==> config.mk <==
export PLATFORM = sky130hd
export DESIGN_NAME = mesi_cache_ctrl
export DESIGN_NICKNAME = d
export VERILOG_FILES = /design/src/rtl/mesi_pkg.sv /design/src/rtl/mesi_line_store.sv /design/src/rtl/mesi_snoop_unit.sv /design/src/rtl/mesi_cache_ctrl.sv
export SDC_FILE = /design/constraint.sdc
export NUM_CORES = 1
export LEC_CHECK = 0
export ABC_AREA = 1
export BUFFER_PORTS_ARGS = -buffer_cell sky130_fd_sc_hd__clkbuf_2
export CAP_MARGIN = 20
export CORE_MARGIN = 5
export CORE_UTILIZATION = 52
export CTS_CLUSTER_DIAMETER = 80
export DETAILED_ROUTE_END_ITERATION = 8
export PLACE_DENSITY_LB_ADDON = 0.12
export RECOVER_POWER = 50
export SLEW_MARGIN = 20
export SYNTH_ARGS = -nofsm -noshare
export SYNTH_HDL_FRONTEND = slang
export SYNTH_HIERARCHICAL = 1
export SYNTH_SLANG_ARGS = --single-unit
==> constraint.sdc <==
create_clock -name clk -period 3.53 [get_ports clk]
set_input_delay 0.1765 -clock clk [delete_from_list [all_inputs] [get_ports clk]]
set_output_delay 0.1765 -clock clk [all_outputs]
set_load 0.005 [all_outputs]
==> src/rtl/mesi_pkg.sv <==
package mesi_pkg;
  typedef enum logic [1:0] {ST_I = 2'd0, ST_S = 2'd1, ST_E = 2'd2, ST_M = 2'd3} line_st_t;

  typedef enum logic [2:0] {
    BC_IDLE    = 3'd0,
    BC_RDMISS  = 3'd1,
    BC_WRMISS  = 3'd2,
    BC_UPGRADE = 3'd3,
    BC_WRBACK  = 3'd4,
    BC_REPLY   = 3'd5
  } bus_cmd_t;

  // state installed when a miss is filled
  function automatic line_st_t fill_state(input logic is_write, input logic seen_shared);
    if (is_write) return ST_M;
    return seen_shared ? ST_S : ST_E;
  endfunction

  // state after another master's command hits this line
  function automatic line_st_t snoop_next(input line_st_t cur, input logic [2:0] cmd);
    case (cmd)
      BC_RDMISS:             return (cur == ST_I) ? ST_I : ST_S;
      BC_WRMISS, BC_UPGRADE: return ST_I;
      default:               return cur;
    endcase
  endfunction

  function automatic logic snoop_supplies(input line_st_t cur, input logic [2:0] cmd);
    return (cur == ST_M) && (cmd == BC_RDMISS || cmd == BC_WRMISS);
  endfunction

  function automatic logic snoop_shares(input line_st_t cur, input logic [2:0] cmd);
    return (cmd == BC_RDMISS) && (cur != ST_I);
  endfunction
endpackage

==> src/rtl/mesi_line_store.sv <==
module mesi_line_store import mesi_pkg::*; #(
  parameter int LINES  = 4,
  parameter int TAG_W  = 6,
  parameter int DATA_W = 16,
  localparam int IDX_W = $clog2(LINES)
) (
  input  logic              clk,
  input  logic              rst_n,
  input  logic [IDX_W-1:0]  c_idx,
  output line_st_t          c_st,
  output logic [TAG_W-1:0]  c_tag,
  output logic [DATA_W-1:0] c_data,
  input  logic              c_we,
  input  line_st_t          c_wst,
  input  logic [TAG_W-1:0]  c_wtag,
  input  logic [DATA_W-1:0] c_wdata,
  input  logic [IDX_W-1:0]  s_idx,
  output line_st_t          s_st,
  output logic [TAG_W-1:0]  s_tag,
  output logic [DATA_W-1:0] s_data,
  input  logic              s_we,
  input  line_st_t          s_wst
);
  line_st_t          st_q   [LINES];
  logic [TAG_W-1:0]  tag_q  [LINES];
  logic [DATA_W-1:0] data_q [LINES];

  assign c_st   = st_q[c_idx];
  assign c_tag  = tag_q[c_idx];
  assign c_data = data_q[c_idx];
  assign s_st   = st_q[s_idx];
  assign s_tag  = tag_q[s_idx];
  assign s_data = data_q[s_idx];

  for (genvar g = 0; g < LINES; g++) begin : g_line
    always_ff @(posedge clk) begin
      if (!rst_n) begin
        st_q[g]   <= ST_I;
        tag_q[g]  <= '0;
        data_q[g] <= '0;
      end else if (c_we && c_idx == IDX_W'(g)) begin
        st_q[g]   <= c_wst;
        tag_q[g]  <= c_wtag;
        data_q[g] <= c_wdata;
      end else if (s_we && s_idx == IDX_W'(g)) begin
        st_q[g]   <= s_wst;
      end
    end
  end
endmodule

==> src/rtl/mesi_snoop_unit.sv <==
module mesi_snoop_unit import mesi_pkg::*; #(
  parameter int ADDR_W = 8,
  parameter int DATA_W = 16,
  parameter int IDX_W  = 2,
  localparam int TAG_W = ADDR_W - IDX_W
) (
  input  logic              clk,
  input  logic              rst_n,
  input  logic              enable,
  input  logic [2:0]        snp_cmd,
  input  logic [ADDR_W-1:0] snp_addr,
  input  line_st_t          line_st,
  input  logic [TAG_W-1:0]  line_tag,
  input  logic [DATA_W-1:0] line_data,
  output logic              shared_o,
  output logic              upd_we,
  output line_st_t          upd_st,
  output logic              supply_ev,
  output logic              rsp_valid,
  output logic [ADDR_W-1:0] rsp_addr,
  output logic [DATA_W-1:0] rsp_data
);
  logic line_hit;
  assign line_hit  = enable && line_st != ST_I && line_tag == snp_addr[ADDR_W-1:IDX_W];
  assign shared_o  = line_hit && snoop_shares(line_st, snp_cmd);
  assign upd_st    = snoop_next(line_st, snp_cmd);
  assign upd_we    = line_hit && upd_st != line_st;
  assign supply_ev = line_hit && snoop_supplies(line_st, snp_cmd);

  always_ff @(posedge clk) begin
    if (!rst_n) begin
      rsp_valid <= 1'b0;
      rsp_addr  <= '0;
      rsp_data  <= '0;
    end else begin
      rsp_valid <= supply_ev;
      if (supply_ev) begin
        rsp_addr <= snp_addr;
        rsp_data <= line_data;
      end
    end
  end
endmodule

==> src/rtl/mesi_cache_ctrl.sv <==
module mesi_cache_ctrl import mesi_pkg::*; #(
  parameter int ADDR_W = 8,
  parameter int DATA_W = 16,
  parameter int LINES  = 4
) (
  input  logic              clk,
  input  logic              rst_n,
  input  logic              cpu_req,
  input  logic              cpu_we,
  input  logic [ADDR_W-1:0] cpu_addr,
  input  logic [DATA_W-1:0] cpu_wdata,
  output logic [DATA_W-1:0] cpu_rdata,
  output logic              cpu_done,
  output logic              bus_req,
  input  logic              bus_gnt,
  output logic [2:0]        bus_cmd_o,
  output logic [ADDR_W-1:0] bus_addr_o,
  output logic [DATA_W-1:0] bus_data_o,
  output logic              shared_o,
  input  logic              shared_i,
  input  logic [2:0]        snp_cmd,
  input  logic [ADDR_W-1:0] snp_addr,
  input  logic [DATA_W-1:0] snp_data
);
  localparam int IDX_W = $clog2(LINES);
  localparam int TAG_W = ADDR_W - IDX_W;

  typedef enum logic [2:0] {F_IDLE, F_ARB, F_WB, F_CMD, F_DATA} fsm_t;

  fsm_t              fsm_q, fsm_d;
  bus_cmd_t          cmd_q, cmd_d;
  logic              shared_q;
  logic [IDX_W-1:0]  c_idx;
  logic [TAG_W-1:0]  c_tag_req, c_tag;
  line_st_t          c_st, s_st, wr_st, upd_st;
  logic [DATA_W-1:0] c_data, s_data, wr_data, rsp_data;
  logic [TAG_W-1:0]  s_tag;
  logic [ADDR_W-1:0] rsp_addr;
  logic              c_hit, snp_en, wr_en, upd_we, rsp_valid;
  // named events for the checker
  logic              ev_supply, ev_upgrade, ev_silent_write, ev_fill;

  assign c_idx     = cpu_addr[IDX_W-1:0];
  assign c_tag_req = cpu_addr[ADDR_W-1:IDX_W];
  assign c_hit     = c_st != ST_I && c_tag == c_tag_req;
  assign snp_en    = (fsm_q == F_IDLE || fsm_q == F_ARB) &&
                     (snp_cmd == BC_RDMISS || snp_cmd == BC_WRMISS || snp_cmd == BC_UPGRADE);

  assign cpu_done  = fsm_q == F_IDLE && cpu_req && !snp_en && c_hit &&
                     (!cpu_we || c_st == ST_E || c_st == ST_M);
  assign cpu_rdata = c_data;
  assign bus_req   = fsm_q != F_IDLE;

  assign ev_silent_write = cpu_done && cpu_we && c_st == ST_E;
  assign ev_upgrade      = fsm_q == F_CMD && cmd_q == BC_UPGRADE;
  assign ev_fill         = fsm_q == F_DATA && snp_cmd == BC_REPLY && snp_addr == cpu_addr;

  mesi_line_store #(.LINES(LINES), .TAG_W(TAG_W), .DATA_W(DATA_W)) u_store (
    .clk, .rst_n,
    .c_idx, .c_st, .c_tag, .c_data,
    .c_we(wr_en), .c_wst(wr_st), .c_wtag(c_tag_req), .c_wdata(wr_data),
    .s_idx(snp_addr[IDX_W-1:0]), .s_st, .s_tag, .s_data,
    .s_we(upd_we), .s_wst(upd_st)
  );

  mesi_snoop_unit #(.ADDR_W(ADDR_W), .DATA_W(DATA_W), .IDX_W(IDX_W)) u_snoop (
    .clk, .rst_n, .enable(snp_en), .snp_cmd, .snp_addr,
    .line_st(s_st), .line_tag(s_tag), .line_data(s_data),
    .shared_o, .upd_we, .upd_st, .supply_ev(ev_supply),
    .rsp_valid, .rsp_addr, .rsp_data
  );

  always_comb begin
    fsm_d   = fsm_q;
    cmd_d   = cmd_q;
    wr_en   = 1'b0;
    wr_st   = ST_M;
    wr_data = c_data;
    case (fsm_q)
      F_IDLE: begin
        if (cpu_done && cpu_we) begin
          wr_en   = 1'b1;
          wr_data = cpu_wdata;
        end else if (cpu_req && !snp_en && !cpu_done) begin
          fsm_d = F_ARB;
        end
      end
      F_ARB: begin
        if (bus_gnt && !snp_en) begin
          if (c_hit && (!cpu_we || c_st != ST_S)) begin
            fsm_d = F_IDLE;
          end else if (c_hit) begin
            cmd_d = BC_UPGRADE;
            fsm_d = F_CMD;
          end else begin
            cmd_d = cpu_we ? BC_WRMISS : BC_RDMISS;
            fsm_d = (c_st == ST_M) ? F_WB : F_CMD;
          end
        end
      end
      F_WB: fsm_d = F_CMD;
      F_CMD: begin
        if (cmd_q == BC_UPGRADE) begin
          wr_en = 1'b1;
          fsm_d = F_IDLE;
        end else begin
          fsm_d = F_DATA;
        end
      end
      F_DATA: begin
        if (ev_fill) begin
          wr_en   = 1'b1;
          wr_st   = fill_state(cmd_q == BC_WRMISS, shared_q);
          wr_data = snp_data;
          fsm_d   = F_IDLE;
        end
      end
      default: fsm_d = F_IDLE;
    endcase
  end

  always_ff @(posedge clk) begin
    if (!rst_n) begin
      fsm_q    <= F_IDLE;
      cmd_q    <= BC_IDLE;
      shared_q <= 1'b0;
    end else begin
      fsm_q <= fsm_d;
      cmd_q <= cmd_d;
      if (fsm_q == F_CMD) shared_q <= shared_i;
    end
  end

  always_comb begin
    case (fsm_q)
      F_WB: begin
        bus_cmd_o  = BC_WRBACK;
        bus_addr_o = {c_tag, c_idx};
        bus_data_o = c_data;
      end
      F_CMD: begin
        bus_cmd_o  = cmd_q;
        bus_addr_o = cpu_addr;
        bus_data_o = '0;
      end
      default: begin
        bus_cmd_o  = rsp_valid ? BC_REPLY : BC_IDLE;
        bus_addr_o = rsp_valid ? rsp_addr : '0;
        bus_data_o = rsp_valid ? rsp_data : '0;
      end
    endcase
  end
endmodule

# Word-level counts from Yosys, hierarchy flattened
# Memory sizes are Yosys's and may differ from the RTL's. A register that Yosys moved wholly into a read port is not among the register bits.
# Cells that the tools add are included.
[totals] reg_bits=16 ram_bits=96 inputBits=57 out_inout_bits=46 word_cells=180 n_memories=3
[op_classes] n_eq_ne=28 n_mux=79 n_bitwise=17 n_reduce_logical=48
[mem_list] name="u_store.data_q" depth=4 word_bits=16 read_ports=2 rd_clocked_by_memory_dff=1 write_ports=4 line_no="mesi_line_store.sv:26" text="logic [DATA_W-1:0] data_q [LINES];"
[mem_list] name="u_store.tag_q" depth=4 word_bits=6 read_ports=2 rd_clocked_by_memory_dff=0 write_ports=4 line_no="mesi_line_store.sv:25" text="logic [TAG_W-1:0] tag_q [LINES];"
[mem_list] name="u_store.st_q" depth=4 word_bits=2 read_ports=2 rd_clocked_by_memory_dff=0 write_ports=4 line_no="mesi_line_store.sv:24" text="line_st_t st_q [LINES];"
[op_table] operator="$mux W16" n=7
[op_table] operator="$pmux W16 S2" n=2
[op_table] operator="$mux W1" n=38
[op_table] operator="$mux W2" n=16
[op_table] operator="$logic_and A1 B1 Y1" n=28
[op_table] operator="$mux W6" n=4
[op_table] operator="$eq A3 B2 Y1 const B" n=6
[op_table] operator="$mux W3" n=6
[op_table] operator="$or A1 B1 Y1" n=16
[op_table] operator="$pmux W8 S2" n=1
[op_table] operator="$pmux W3 S5" n=1
[op_table] operator="$eq A2 B2 Y1 const B" n=7
[op_table] operator="$eq A6 B6 Y1" n=2
[op_table] operator="$eq A8 B8 Y1" n=1
[op_table] operator="$mux W8" n=1
[op_table] operator="$eq A3 B1 Y1 const B" n=2
[op_table] operator="$eq A3 B3 Y1 const B" n=2
[op_table] operator="$logic_not A2 Y1" n=3
[op_table] operator="$logic_or A1 B1 Y1" n=6
[op_table] operator="$ne A2 B1 Y1 const B" n=3
[op_table] operator="$pmux W3 S2" n=1
[op_table] operator="$eq A2 B1 Y1 const B" n=2
[op_table] operator="$logic_not A1 Y1" n=4
[op_table] operator="$ne A2 B2 Y1 const B" n=2
[op_table] operator="10 further kinds" n=11

# Longest topological paths before layout
[logic_depth] word_depth=17 depth_mapped=20 ltp_nobuf=18

# Hierarchy
# The synthesis kept the hierarchy.
[modules_own_cells] mod="mesi_line_store" instances=1 cells_per_inst=531 area_per_inst_um2=4795.8 seq_area_each_um2=2882.8
[modules_own_cells] mod="mesi_cache_ctrl" instances=1 cells_per_inst=377 area_per_inst_um2=1811.7 seq_area_each_um2=120.1
[modules_own_cells] mod="mesi_snoop_unit" instances=1 cells_per_inst=206 area_per_inst_um2=1313.8 seq_area_each_um2=500.5

# Worst setup path before layout
# Ideal clock, no wire load.
[synth_path] kind="in2reg" from="in cpu_addr[1]" to="mem u_store/st_q[3][0] in the netlist's numbering (enable)" setup_time_ns=0.327 arrival_time_ns=2.893 required_time_ns=3.203 setup_slack_ns=0.310 path_stages=18 n_path_buf=3 cell_sequence="buf_2 nor2_4 clkbuf_1 nand2_1 nand4_1 inv_1 nand2_1 nand2_1 nor2_1 nand2_1 nor2_4 nand3_4 buf_6 nand3_1 nand3_1 nand2_1 inv_1 o21ai_0"
[synth_rtl] element="from (decl)" line_no="mesi_cache_ctrl.sv:10" text="input logic [ADDR_W-1:0] cpu_addr,"
[synth_rtl] element="to (decl)" line_no="mesi_line_store.sv:24"

==> impl_metrics.yaml <==
status:
  outcome: "finished, final reports clean"
pwr:
  power.clock.fraction: 0.457
  power_frac_seq: 0.396
  leakage_uw: 0.00416
  internal_power_uw: 3060
  power_density_nw_per_um2: 461
  vdd_drop_max_mv: 0.339
  total_power_uw: 4220
  swShare: 0.274
  comb_power_share: 0.147
  switchingPower_uw: 1150
timing:
  finalHoldViolCount: 0
  finalCritPeriodShare: 0.850
  tightest_slew_ns: 1.16
  setup_ws_ns: 0.531
  setup_viol: 0
  finalCriticalPeriod_ns: 3.00
  rsz0062_at_grt: "false"
  max_clock_freq_ghz: 0.333
  drv_slew: 0
  maxSlewHeadroom: 0.224
  setup_tns_ns: 0
  skew_ns: 0.00709
placed_design:
  port-buffer-count: 102
  dp_hpwl_um: 18300
  place.gp.congestion: 0.948
  dpl_worst_slack_ns: 0.519
clocking:
  insertion_delay_ns: 0.42
  cts_root_buf: "clkbuf_16"
  cts_max_path_buffers: 2
  cts_resized: 0
  holdBufCountCts: 0
  cts_setup_buffers: 0
  numCtsBuffers: 17
  clk_pin_slew_ns: 0.06
  clock_sinks: 127
  htreeDepth: 4
  cts_tree: "yes"
route:
  first_pass_iters: 6
  wire_per_inst_um: 18.5
  routed_wl_um: 26000
  ant_nets: 0
  drc: 0
  vias: 8030
  drt_iter0_markers: 1249
  vias_per_cell: 5.71
floorplan:
  dieArea_um2: 17800
  dieHeight_um: 133
  io_pins: 103
  die_w_um: 133
  coreArea_um2: 15100
  rows: 45
  start_util: 0.525
global_route:
  grt_pass1_wl_um: 39500
  grt-ovfl-total: 0
  grt_max_degree: 50
  antenna_found_initial: 0
  grt_use_total: 0.288
  grt_pass1_vias: 7151
setup_path:
  critPathLaunchType: "register"
  crit_start: "fsm_q[1]$_SDFFE_PN0P_"
  ff2ff_path_depth: 13
  critPathMaxFanout: 23
  rr_startpoint: "fsm_q[1]$_SDFFE_PN0P_"
  crit_type: "register to register"
  cp.required_ns: 3.69
  r2r_end: "u_store/data_q[1][5]$_SDFFCE_PP0P_"
  cp-end-kind: "register"
  r2r_setup_slack_ns: 0.53
  cp.arrival_ns: 3.15
logic_synthesis:
  syn-mean-instance-area_um2: 7.11
  syn_area_um2: 7920
  yosysWarnings: 6
  synth_cells: 1113
  synth_nets: 1170
worst_hold_path:
  hp-class: "primary input to register"
  holdCritStartpoint: "shared_i"
  hold-path-endpoint: "shared_q$_SDFFE_PN0P_"
  holdPathStages: 3
cells_and_area:
  nFillCells: 1400
  num_antenna_cells: 0
  final_common_cell: "nand2_1"
  finalNetCount: 1264
  register_area_um2: 3500
  multi_input_area_um2: 3500
  area_delta_synth_final_pct: 15.7
  final_cell_mix: "nand2_1, nor2_1, inv_1, edfxtp_1, clkbuf_2"
  drive_gt1_frac: 0.137
run:
  cap_viol_max_count: 0
how the worst max path moves through the flow:
stage                                                to  slack (ns)  depth (start not counted)
finish               u_store/data_q[1][5]$_SDFFCE_PP0P_        0.53                         13
detailed placement  u_store/data_q[3][12]$_SDFFCE_PP0P_        0.52                         17
floorplan                  u_store/st_q[3][0]$_DFFE_PP_        0.31                         18
CTS                  u_store/data_q[1][5]$_SDFFCE_PP0P_        0.89                         13
global route          u_store/tag_q[1][5]$_SDFFCE_PP0P_        0.31                         18
global placement    u_store/data_q[3][13]$_SDFFCE_PP0P_        0.61                         17
area by class of cell:
class | instances | share of cell area
inverters | 161 | 0.0660
clock inverters | 13 | 0.0230
repair buffers | 126 | 0.0736
flip-flops and latches | 127 | 0.383
well taps | 188 | 0.0257
multi-input cells | 774 | 0.382
clock buffers | 18 | 0.0469
power by group through the flow:
stage / sequential [µW] / combinational, µW / clock, µW
after detailed placement: 1700 / 607 / 0
final: 1670 / 621 / 1930
after global routing: 1670 / 677 / 2000
after global placement: 1700 / 605 / 0
after CTS: 1670 / 611 / 1930
after floorplan: 1690 / 369 / 0
worst max-delay path: stages (launching register included):
cell	delay, ns
dfxtp_1	0.32
inv_1	0.16
nand2_1	0.42
nor2_4	0.35
nand2_1	0.09
nor2_1	0.11
nand3_1	0.10
buf_4	0.24
nand2_1	0.12
nand3_1	0.35
nand2_1	0.16
nand3_1	0.08
inv_1	0.16
nor2_1	0.07
state kept, by name, summed over array words and instances (netlist names):
| register | flops |
|---|---|
| fsm_q | 3 |
| shared_q | 1 |
| u_store/tag_q | 24 |
| u_store/st_q | 8 |
| cmd_q | 2 |
| u_snoop/rsp_data | 16 |
| u_snoop/rsp_valid | 1 |
| u_store/data_q | 64 |
| u_snoop/rsp_addr | 8 |
per-layer routing:
metal | GRT usage | wire, µm | vias up
li1 | - | - | 3793
met1 | 0.426 | 11300 | 3660
met2 | 0.423 | 11100 | 530
met3 | 0.0702 | 3140 | 47
met4 | 0.0760 | 500 | 0
met5 | 0 | 0 | -
stage by stage:
| step | instance area (µm²) | util | hold WS, ns | instances |
|---|---|---|---|---|
| finish | 9160 | 0.607 | 0.0609 | 1407 |
| global route | 9160 | 0.607 | 0.132 | 1407 |
| CTS | 9190 | 0.609 | 0.0467 | 1406 |
| detailed placement | 8550 | 0.567 | 0.462 | 1375 |
| global placement | 8550 | 0.567 | 0.457 | 1375 |
| floorplan | 7920 | - | 0.315 | 1113 |
Power figures use the tool's default switching activity.
